<file path="config.mk">
export PLATFORM = sky130hd
export DESIGN_NAME = plane_access_router
export DESIGN_NICKNAME = d
export VERILOG_FILES = /design/src/rtl/plane_router_pkg.sv /design/src/rtl/cfg_regfile.sv /design/src/rtl/seq_hold_fsm.sv /design/src/rtl/plane_addr_map.sv /design/src/rtl/plane_access_router.sv
export SDC_FILE = /design/constraint.sdc
export NUM_CORES = 1
export LEC_CHECK = 0
export ABC_CLOCK_PERIOD_IN_PS = 2000
export BUFFER_PORTS_ARGS = -buffer_cell sky130_fd_sc_hd__clkbuf_2
export CORE_ASPECT_RATIO = 0.5
export CORE_MARGIN = 4
export CORE_UTILIZATION = 30
export CTS_CLUSTER_SIZE = 8
export DETAILED_ROUTE_END_ITERATION = 7
export PLACE_DENSITY_LB_ADDON = 0.25
export SYNTH_ARGS = -nofsm -noshare
export SYNTH_HDL_FRONTEND = slang
export SYNTH_HIERARCHICAL = 1
export SYNTH_SLANG_ARGS = --single-unit
</file>
<file path="constraint.sdc">
create_clock -name clk -period 2 [get_ports clk]
set_clock_uncertainty 0.05 [all_clocks]
set_input_delay 0 -clock clk [delete_from_list [all_inputs] [get_ports clk]]
set_output_delay 0 -clock clk [all_outputs]
set_load 0.005 [all_outputs]
</file>
<file path="src/rtl/plane_router_pkg.sv">
package plane_router_pkg;

    localparam int NPLANES = 4;
    localparam int BYTE_W  = 8;

    localparam logic [7:0] IDX_CTL  = 8'd0;
    localparam logic [7:0] IDX_MASK = 8'd2;
    localparam logic [7:0] IDX_MODE = 8'd4;
    localparam logic [7:0] IDX_RSEL = 8'd5;

    localparam logic [1:0] CTL_RST  = 2'b11;
    localparam logic [3:0] MASK_RST = 4'h3;
    localparam logic [3:0] MODE_RST = 4'h2;

    typedef enum logic [1:0] {
        ST_RUN        = 2'd0,
        ST_SYNC_HOLD  = 2'd1,
        ST_ASYNC_HOLD = 2'd2
    } hold_state_e;

    typedef enum logic [1:0] {
        MAP_ODDEVEN = 2'd0,
        MAP_SEQ     = 2'd1,
        MAP_CHAIN4  = 2'd2
    } map_mode_e;

endpackage

</file>
<file path="src/rtl/cfg_regfile.sv">
module cfg_regfile
    import plane_router_pkg::*;
(
    input  logic        clk,
    input  logic        rst_n,
    input  logic        cfg_we,
    input  logic        cfg_port,
    input  logic        cfg_word,
    input  logic [15:0] cfg_wdata,
    output logic [7:0]  cfg_rdata,
    output logic [1:0]  ctl_q,
    output logic [3:0]  mask_q,
    output logic [3:0]  mode_q,
    output logic [1:0]  rsel_q,
    output logic        ctl_wr,
    output logic [1:0]  ctl_wval
);

    logic [7:0] idx_q;
    logic       idx_wr;
    logic       dat_wr;
    logic [7:0] wr_idx;
    logic [7:0] wr_dat;

    always_comb begin
        idx_wr = cfg_we && (cfg_word || !cfg_port);
        dat_wr = cfg_we && (cfg_word || cfg_port);
        wr_idx = cfg_word ? cfg_wdata[7:0]  : idx_q;
        wr_dat = cfg_word ? cfg_wdata[15:8] : cfg_wdata[7:0];
    end

    assign ctl_wr   = dat_wr && (wr_idx == IDX_CTL);
    assign ctl_wval = wr_dat[1:0];

    always_ff @(posedge clk or negedge rst_n) begin
        if (!rst_n) begin
            idx_q  <= '0;
            ctl_q  <= CTL_RST;
            mask_q <= MASK_RST;
            mode_q <= MODE_RST;
            rsel_q <= '0;
        end else begin
            if (idx_wr) begin
                idx_q <= cfg_wdata[7:0];
            end
            if (dat_wr) begin
                unique case (wr_idx)
                    IDX_CTL:  ctl_q  <= wr_dat[1:0];
                    IDX_MASK: mask_q <= wr_dat[3:0];
                    IDX_MODE: mode_q <= wr_dat[3:0];
                    IDX_RSEL: rsel_q <= wr_dat[1:0];
                    default:  ;
                endcase
            end
        end
    end

    always_comb begin
        unique case (idx_q)
            IDX_CTL:  cfg_rdata = {6'd0, ctl_q};
            IDX_MASK: cfg_rdata = {4'd0, mask_q};
            IDX_MODE: cfg_rdata = {4'd0, mode_q};
            IDX_RSEL: cfg_rdata = {6'd0, rsel_q};
            default:  cfg_rdata = 8'd0;
        endcase
    end

endmodule

</file>
<file path="src/rtl/seq_hold_fsm.sv">
module seq_hold_fsm
    import plane_router_pkg::*;
(
    input  logic        clk,
    input  logic        rst_n,
    input  logic        ctl_wr,
    input  logic [1:0]  ctl_wval,
    output hold_state_e state_q,
    output logic        access_en
);

    hold_state_e state_d;

    always_ff @(posedge clk or negedge rst_n) begin
        if (!rst_n) begin
            state_q <= ST_RUN;
        end else begin
            state_q <= state_d;
        end
    end

    always_comb begin
        state_d = state_q;
        if (ctl_wr) begin
            if (!ctl_wval[0]) begin
                state_d = ST_ASYNC_HOLD;
            end else if (!ctl_wval[1]) begin
                state_d = ST_SYNC_HOLD;
            end else begin
                state_d = ST_RUN;
            end
        end
    end

    always_comb begin
        unique case (state_q)
            ST_RUN:        access_en = 1'b1;
            ST_SYNC_HOLD:  access_en = 1'b0;
            ST_ASYNC_HOLD: access_en = 1'b0;
            default:       access_en = 1'b0;
        endcase
    end

endmodule

</file>
<file path="src/rtl/plane_addr_map.sv">
module plane_addr_map
    import plane_router_pkg::*;
#(
    parameter int ADDR_W = 16
) (
    input  logic [3:0]                  mask_q,
    input  logic [3:0]                  mode_q,
    input  logic [1:0]                  rsel_q,
    input  logic                        access_en,
    input  logic                        cpu_req,
    input  logic                        cpu_we,
    input  logic [ADDR_W-1:0]           cpu_addr,
    input  logic [NPLANES*BYTE_W-1:0]   plane_rdata,
    output logic [NPLANES-1:0]          plane_we,
    output logic [ADDR_W-1:0]           plane_addr,
    output logic [BYTE_W-1:0]           cpu_rdata
);

    localparam int PSEL_W = $clog2(NPLANES);

    map_mode_e           map_mode;
    logic [NPLANES-1:0]  hit;
    logic [PSEL_W-1:0]   rd_plane;
    logic                wr_go;

    always_comb begin
        if (mode_q[3]) begin
            map_mode = MAP_CHAIN4;
        end else if (mode_q[2]) begin
            map_mode = MAP_SEQ;
        end else begin
            map_mode = MAP_ODDEVEN;
        end
    end

    always_comb begin
        unique case (map_mode)
            MAP_CHAIN4: begin
                plane_addr = cpu_addr >> 2;
                rd_plane   = cpu_addr[1:0];
            end
            MAP_SEQ: begin
                plane_addr = cpu_addr;
                rd_plane   = rsel_q;
            end
            default: begin
                plane_addr = cpu_addr >> 1;
                rd_plane   = {rsel_q[1], cpu_addr[0]};
            end
        endcase
    end

    for (genvar p = 0; p < NPLANES; p++) begin : g_plane
        always_comb begin
            unique case (map_mode)
                MAP_CHAIN4: hit[p] = (cpu_addr[1:0] == p[1:0]);
                MAP_SEQ:    hit[p] = 1'b1;
                default:    hit[p] = (cpu_addr[0] == p[0]);
            endcase
        end
    end

    assign wr_go     = access_en && cpu_req && cpu_we;
    assign plane_we  = wr_go ? (hit & mask_q) : '0;
    assign cpu_rdata = plane_rdata[rd_plane*BYTE_W +: BYTE_W];

endmodule

</file>
<file path="src/rtl/plane_access_router.sv">
module plane_access_router
    import plane_router_pkg::*;
#(
    parameter int ADDR_W = 16
) (
    input  logic              clk,
    input  logic              rst_n,
    input  logic              cfg_we,
    input  logic              cfg_port,
    input  logic              cfg_word,
    input  logic [15:0]       cfg_wdata,
    output logic [7:0]        cfg_rdata,
    input  logic              cpu_req,
    input  logic              cpu_we,
    input  logic [ADDR_W-1:0] cpu_addr,
    input  logic [7:0]        cpu_wdata,
    output logic [7:0]        cpu_rdata,
    input  logic [31:0]       plane_rdata,
    output logic [3:0]        plane_we,
    output logic [ADDR_W-1:0] plane_addr,
    output logic [7:0]        plane_wdata
);

    logic [1:0]  ctl_q;
    logic [3:0]  mask_q;
    logic [3:0]  mode_q;
    logic [1:0]  rsel_q;
    logic        ctl_wr;
    logic [1:0]  ctl_wval;
    logic        access_en;
    hold_state_e hold_state;

    cfg_regfile u_regs (
        .clk       (clk),
        .rst_n     (rst_n),
        .cfg_we    (cfg_we),
        .cfg_port  (cfg_port),
        .cfg_word  (cfg_word),
        .cfg_wdata (cfg_wdata),
        .cfg_rdata (cfg_rdata),
        .ctl_q     (ctl_q),
        .mask_q    (mask_q),
        .mode_q    (mode_q),
        .rsel_q    (rsel_q),
        .ctl_wr    (ctl_wr),
        .ctl_wval  (ctl_wval)
    );

    seq_hold_fsm u_fsm (
        .clk       (clk),
        .rst_n     (rst_n),
        .ctl_wr    (ctl_wr),
        .ctl_wval  (ctl_wval),
        .state_q   (hold_state),
        .access_en (access_en)
    );

    plane_addr_map #(.ADDR_W(ADDR_W)) u_map (
        .mask_q      (mask_q),
        .mode_q      (mode_q),
        .rsel_q      (rsel_q),
        .access_en   (access_en),
        .cpu_req     (cpu_req),
        .cpu_we      (cpu_we),
        .cpu_addr    (cpu_addr),
        .plane_rdata (plane_rdata),
        .plane_we    (plane_we),
        .plane_addr  (plane_addr),
        .cpu_rdata   (cpu_rdata)
    );

    assign plane_wdata = cpu_wdata;

endmodule

</file>
==> metrics.yaml <==
clock_tree:
  clk_latency_ns: 0.25
  cts_root_buffer: "sky130_fd_sc_hd__clkbuf_16"
  cts_buffers: 3
  clock_sinks: 22
  clk_pin_slew_ns: 0.06
  clock_tree.buffer_depth: 2
  cts_tree: "yes"
  cts.htree.levels: 1
synthesis:
  synth_sequential_area_ratio_pct: 30.0
  synth-edff-count: 0
  synth_async_sr_flop_share_pct: 100
  synthesis.area_um2: 1860
  synth_seq_cells: 22
  yosys_warnings: 6
  avgSynthCellArea_um2: 10.4
  synthesis.instances: 179
  synth_cell_type_count: 38
  yosys_most_used_dff: "sky130_fd_sc_hd__dfrtp_1"
floorplanning:
  core_um2: 5730
  placement_rows: 19
  dieHeight_um: 63.6
  die_width_um: 119
  initial_core_util_pct: 32.4
  design.portCount: 123
  die_area_um2: 7580
global_routing:
  gr-usage-met2_pct: 26.7
  grt_antenna_before_repair: 0
  gr_busiest_metal: "met2"
  global_route_wire_length_before_repair_mm: 8.56
  first_global_vias: 1839
  grt_max_degree: 35
  grt_use_total_pct: 13.5
  globalRouteOverflowTotal: 0
  grt_use_met1_pct: 15.0
  grtUsageMet3_pct: 3.22
finish:
  layout.core_utilization_pct: 46.3
  layout-area-overhead-vs-synth_pct: 43.1
  final_common_cell: "sky130_fd_sc_hd__clkbuf_2"
  layout.cells.most_common_list: "sky130_fd_sc_hd__clkbuf_2, sky130_fd_sc_hd__mux2i_1, sky130_fd_sc_hd__mux2_2"
  nets: 364
  n_fill_cell: 573
  number_of_antenna_cells_inserted: 0
  final_design_area_no_fill_um2: 2660
  final_layout_size_suffix_gt1_share_pct: 56.0
worst_setup_path:
  worst_ep_required_time_ns: 2.09
  setup.worst_path.start_class: "flip-flop"
  timing.critical_path.arrival_ns: 2.13
  critical_path.max_fanout: 4
  critPathCaptureType: "flip-flop"
  path_class: "reg -> reg"
route:
  antenna_left: 0
  via_count: 1742
  vias_per_cell: 4.73
  detail_route.wirelength_mm: 5.24
  violation_count_after_the_first_detailed_routing_iteration: 49
  routed_wire_length_per_instance_um: 14.2
  drc_markers: 0
  detailedRoute.firstPassIterationCount: 4
timing:
  worst_slew_margin_rel_pct: 62.8
  fmaxAchievable_mhz: 490
  final.setup.tns_ns: -0.114
  finalMaxSlewViolations: 0
  rsz0062_at_grt: "true"
  crit_path_time_final_ns: 2.04
  fin_ws_ns: -0.0393
  tightestPinTransition_ns: 0.557
  report.final.setup_viol: 3
  finalHoldViolCount: 0
  timing.final.crit_share_pct: 102
run:
  drv.max_cap_violation_count: 0
place:
  io_buffers: 98
  dpl.hpwl_mm: 4.28
  placed_area_um2: 2370
  routabilityCongestion: 0.806
power_and_ir_drop:
  power.ir.vdd_worst_mv: 0.270
  cellLeakagePower_nw: 1.25
  power.density_nw_per_um2: 538
status:
  outcome: "finished, violations left"
  violations: "setup timing"
min_path:
  worstHoldPathType: "in -> reg"
-- worst max-delay path: stages, from the launching register on --
cell and delay, ns:
sky130_fd_sc_hd__dfrtp_1 0.37, sky130_fd_sc_hd__or4_4 0.55, sky130_fd_sc_hd__nor3_2 0.14, sky130_fd_sc_hd__o21ai_2 0.08, sky130_fd_sc_hd__or3b_4 0.43, sky130_fd_sc_hd__mux2_4 0.31
-- final timing paths --
path                                      start          endpoint  slack [ns]  cells after the start
worst min-delay path               cfg_wdata[0]   u_regs/idx_q[0]       0.002                      2
min in group asynchronous                 rst_n   u_regs/idx_q[1]        0.22                      2
max in group asynchronous                 rst_n  u_regs/mode_q[1]        1.31                      2
worst max-delay path            u_regs/idx_q[5]  u_regs/mode_q[2]       -0.04                      5
worst min register to register  u_regs/idx_q[5]   u_regs/idx_q[5]        0.46                      1
worst max register to register  u_regs/idx_q[5]  u_regs/mode_q[2]       -0.04                      5
-- state kept, by name, indices dropped and copies added, names as in the netlist --
register	count
u_regs/mask_q	4
u_regs/rsel_q	2
u_regs/idx_q	8
u_regs/ctl_q	2
u_fsm/state_q	2
u_regs/mode_q	4
-- cell type report --
| cell class | count | area, µm² | share of cell area, % |
|---|---|---|---|
| sequential | 22 | 557 | 21.0 |
| inverter | 3 | 11.3 | 0.424 |
| tap | 84 | 105 | 3.96 |
| clock buffer | 4 | 78.8 | 2.97 |
| multi-input combinational | 134 | 1190 | 44.8 |
| timing repair buffer | 121 | 714 | 26.9 |
-- Yosys cell counts (2+ instances only) --
cell type / instances / area, µm²
sky130_fd_sc_hd__o32ai_1: 2 / 17.5
sky130_fd_sc_hd__o211a_1: 2 / 20.0
sky130_fd_sc_hd__nor2b_1: 2 / 12.5
sky130_fd_sc_hd__dfrtp_1: 17 / 425
sky130_fd_sc_hd__mux2i_1: 21 / 210
sky130_fd_sc_hd__nor2_1: 7 / 26.3
sky130_fd_sc_hd__mux4_2: 8 / 180
sky130_fd_sc_hd__o21ai_0: 10 / 50.1
sky130_fd_sc_hd__nor3_2: 2 / 20.0
sky130_fd_sc_hd__and3_1: 2 / 12.5
sky130_fd_sc_hd__mux2_2: 21 / 236
sky130_fd_sc_hd__nor3_1: 2 / 10.0
sky130_fd_sc_hd__nand2b_1: 2 / 12.5
sky130_fd_sc_hd__nand2_1: 19 / 71.3
sky130_fd_sc_hd__mux2_4: 4 / 60.1
sky130_fd_sc_hd__a22oi_1: 2 / 15.0
sky130_fd_sc_hd__buf_2: 2 / 10.0
sky130_fd_sc_hd__dfstp_2: 5 / 131
sky130_fd_sc_hd__buf_4: 14 / 105
sky130_fd_sc_hd__clkbuf_1: 5 / 18.8
sky130_fd_sc_hd__a21oi_1: 3 / 15.0
sky130_fd_sc_hd__inv_1: 3 / 11.3
sky130_fd_sc_hd__o21ai_1: 7 / 35.0
sky130_fd_sc_hd__nand4b_1: 3 / 26.3
-- repair_timing --
| item | CTS | global route |
|---|---|---|
| hold buffers | 14 | 0 |
| resized for setup | 4 | 4 |
| gates cloned | 0 | 0 |
| setup endpoints to repair | 16 | 16 |
| pin swaps | 1 | 1 |
| endpoints found under the hold margin | 30 | 0 |
| setup buffers | 3 | 0 |
-- where the power goes --
group	internal [mW]	switching [mW]	total, mW
Combinational	0.261	0.201	0.461
Sequential	0.499	0.0482	0.547
Clock	0.271	0.150	0.421
-- cells by family after synthesis --
kind of cell,after synthesis,synth area share [%]
buf+inv,26,8.63
compound gates,27,8.63
flops,22,30.0
other cells,1,0.202
simple gates,48,14.3
mux,55,38.2
-- per-layer routing --
metal,vias to the layer above,share of wire (%)
met4,0,0.48
met2,65,50
met1,825,43
met3,4,6.5
li1,848,-
met5,-,0
-- through the flow --
stage	hold WS [ns]	worst slack [ns]	cells	power (mW)
floorplan	-0.346	0.00570	182	0.816
global route	0.00407	-0.105	368	1.52
detailed placement	-0.0499	-0.0237	347	0.977
global placement	-0.0499	-0.00437	347	0.967
finish	0.00246	-0.0393	368	1.43
CTS	0.00255	-0.0499	368	1.45
Power figures use the tool's default switching activity.
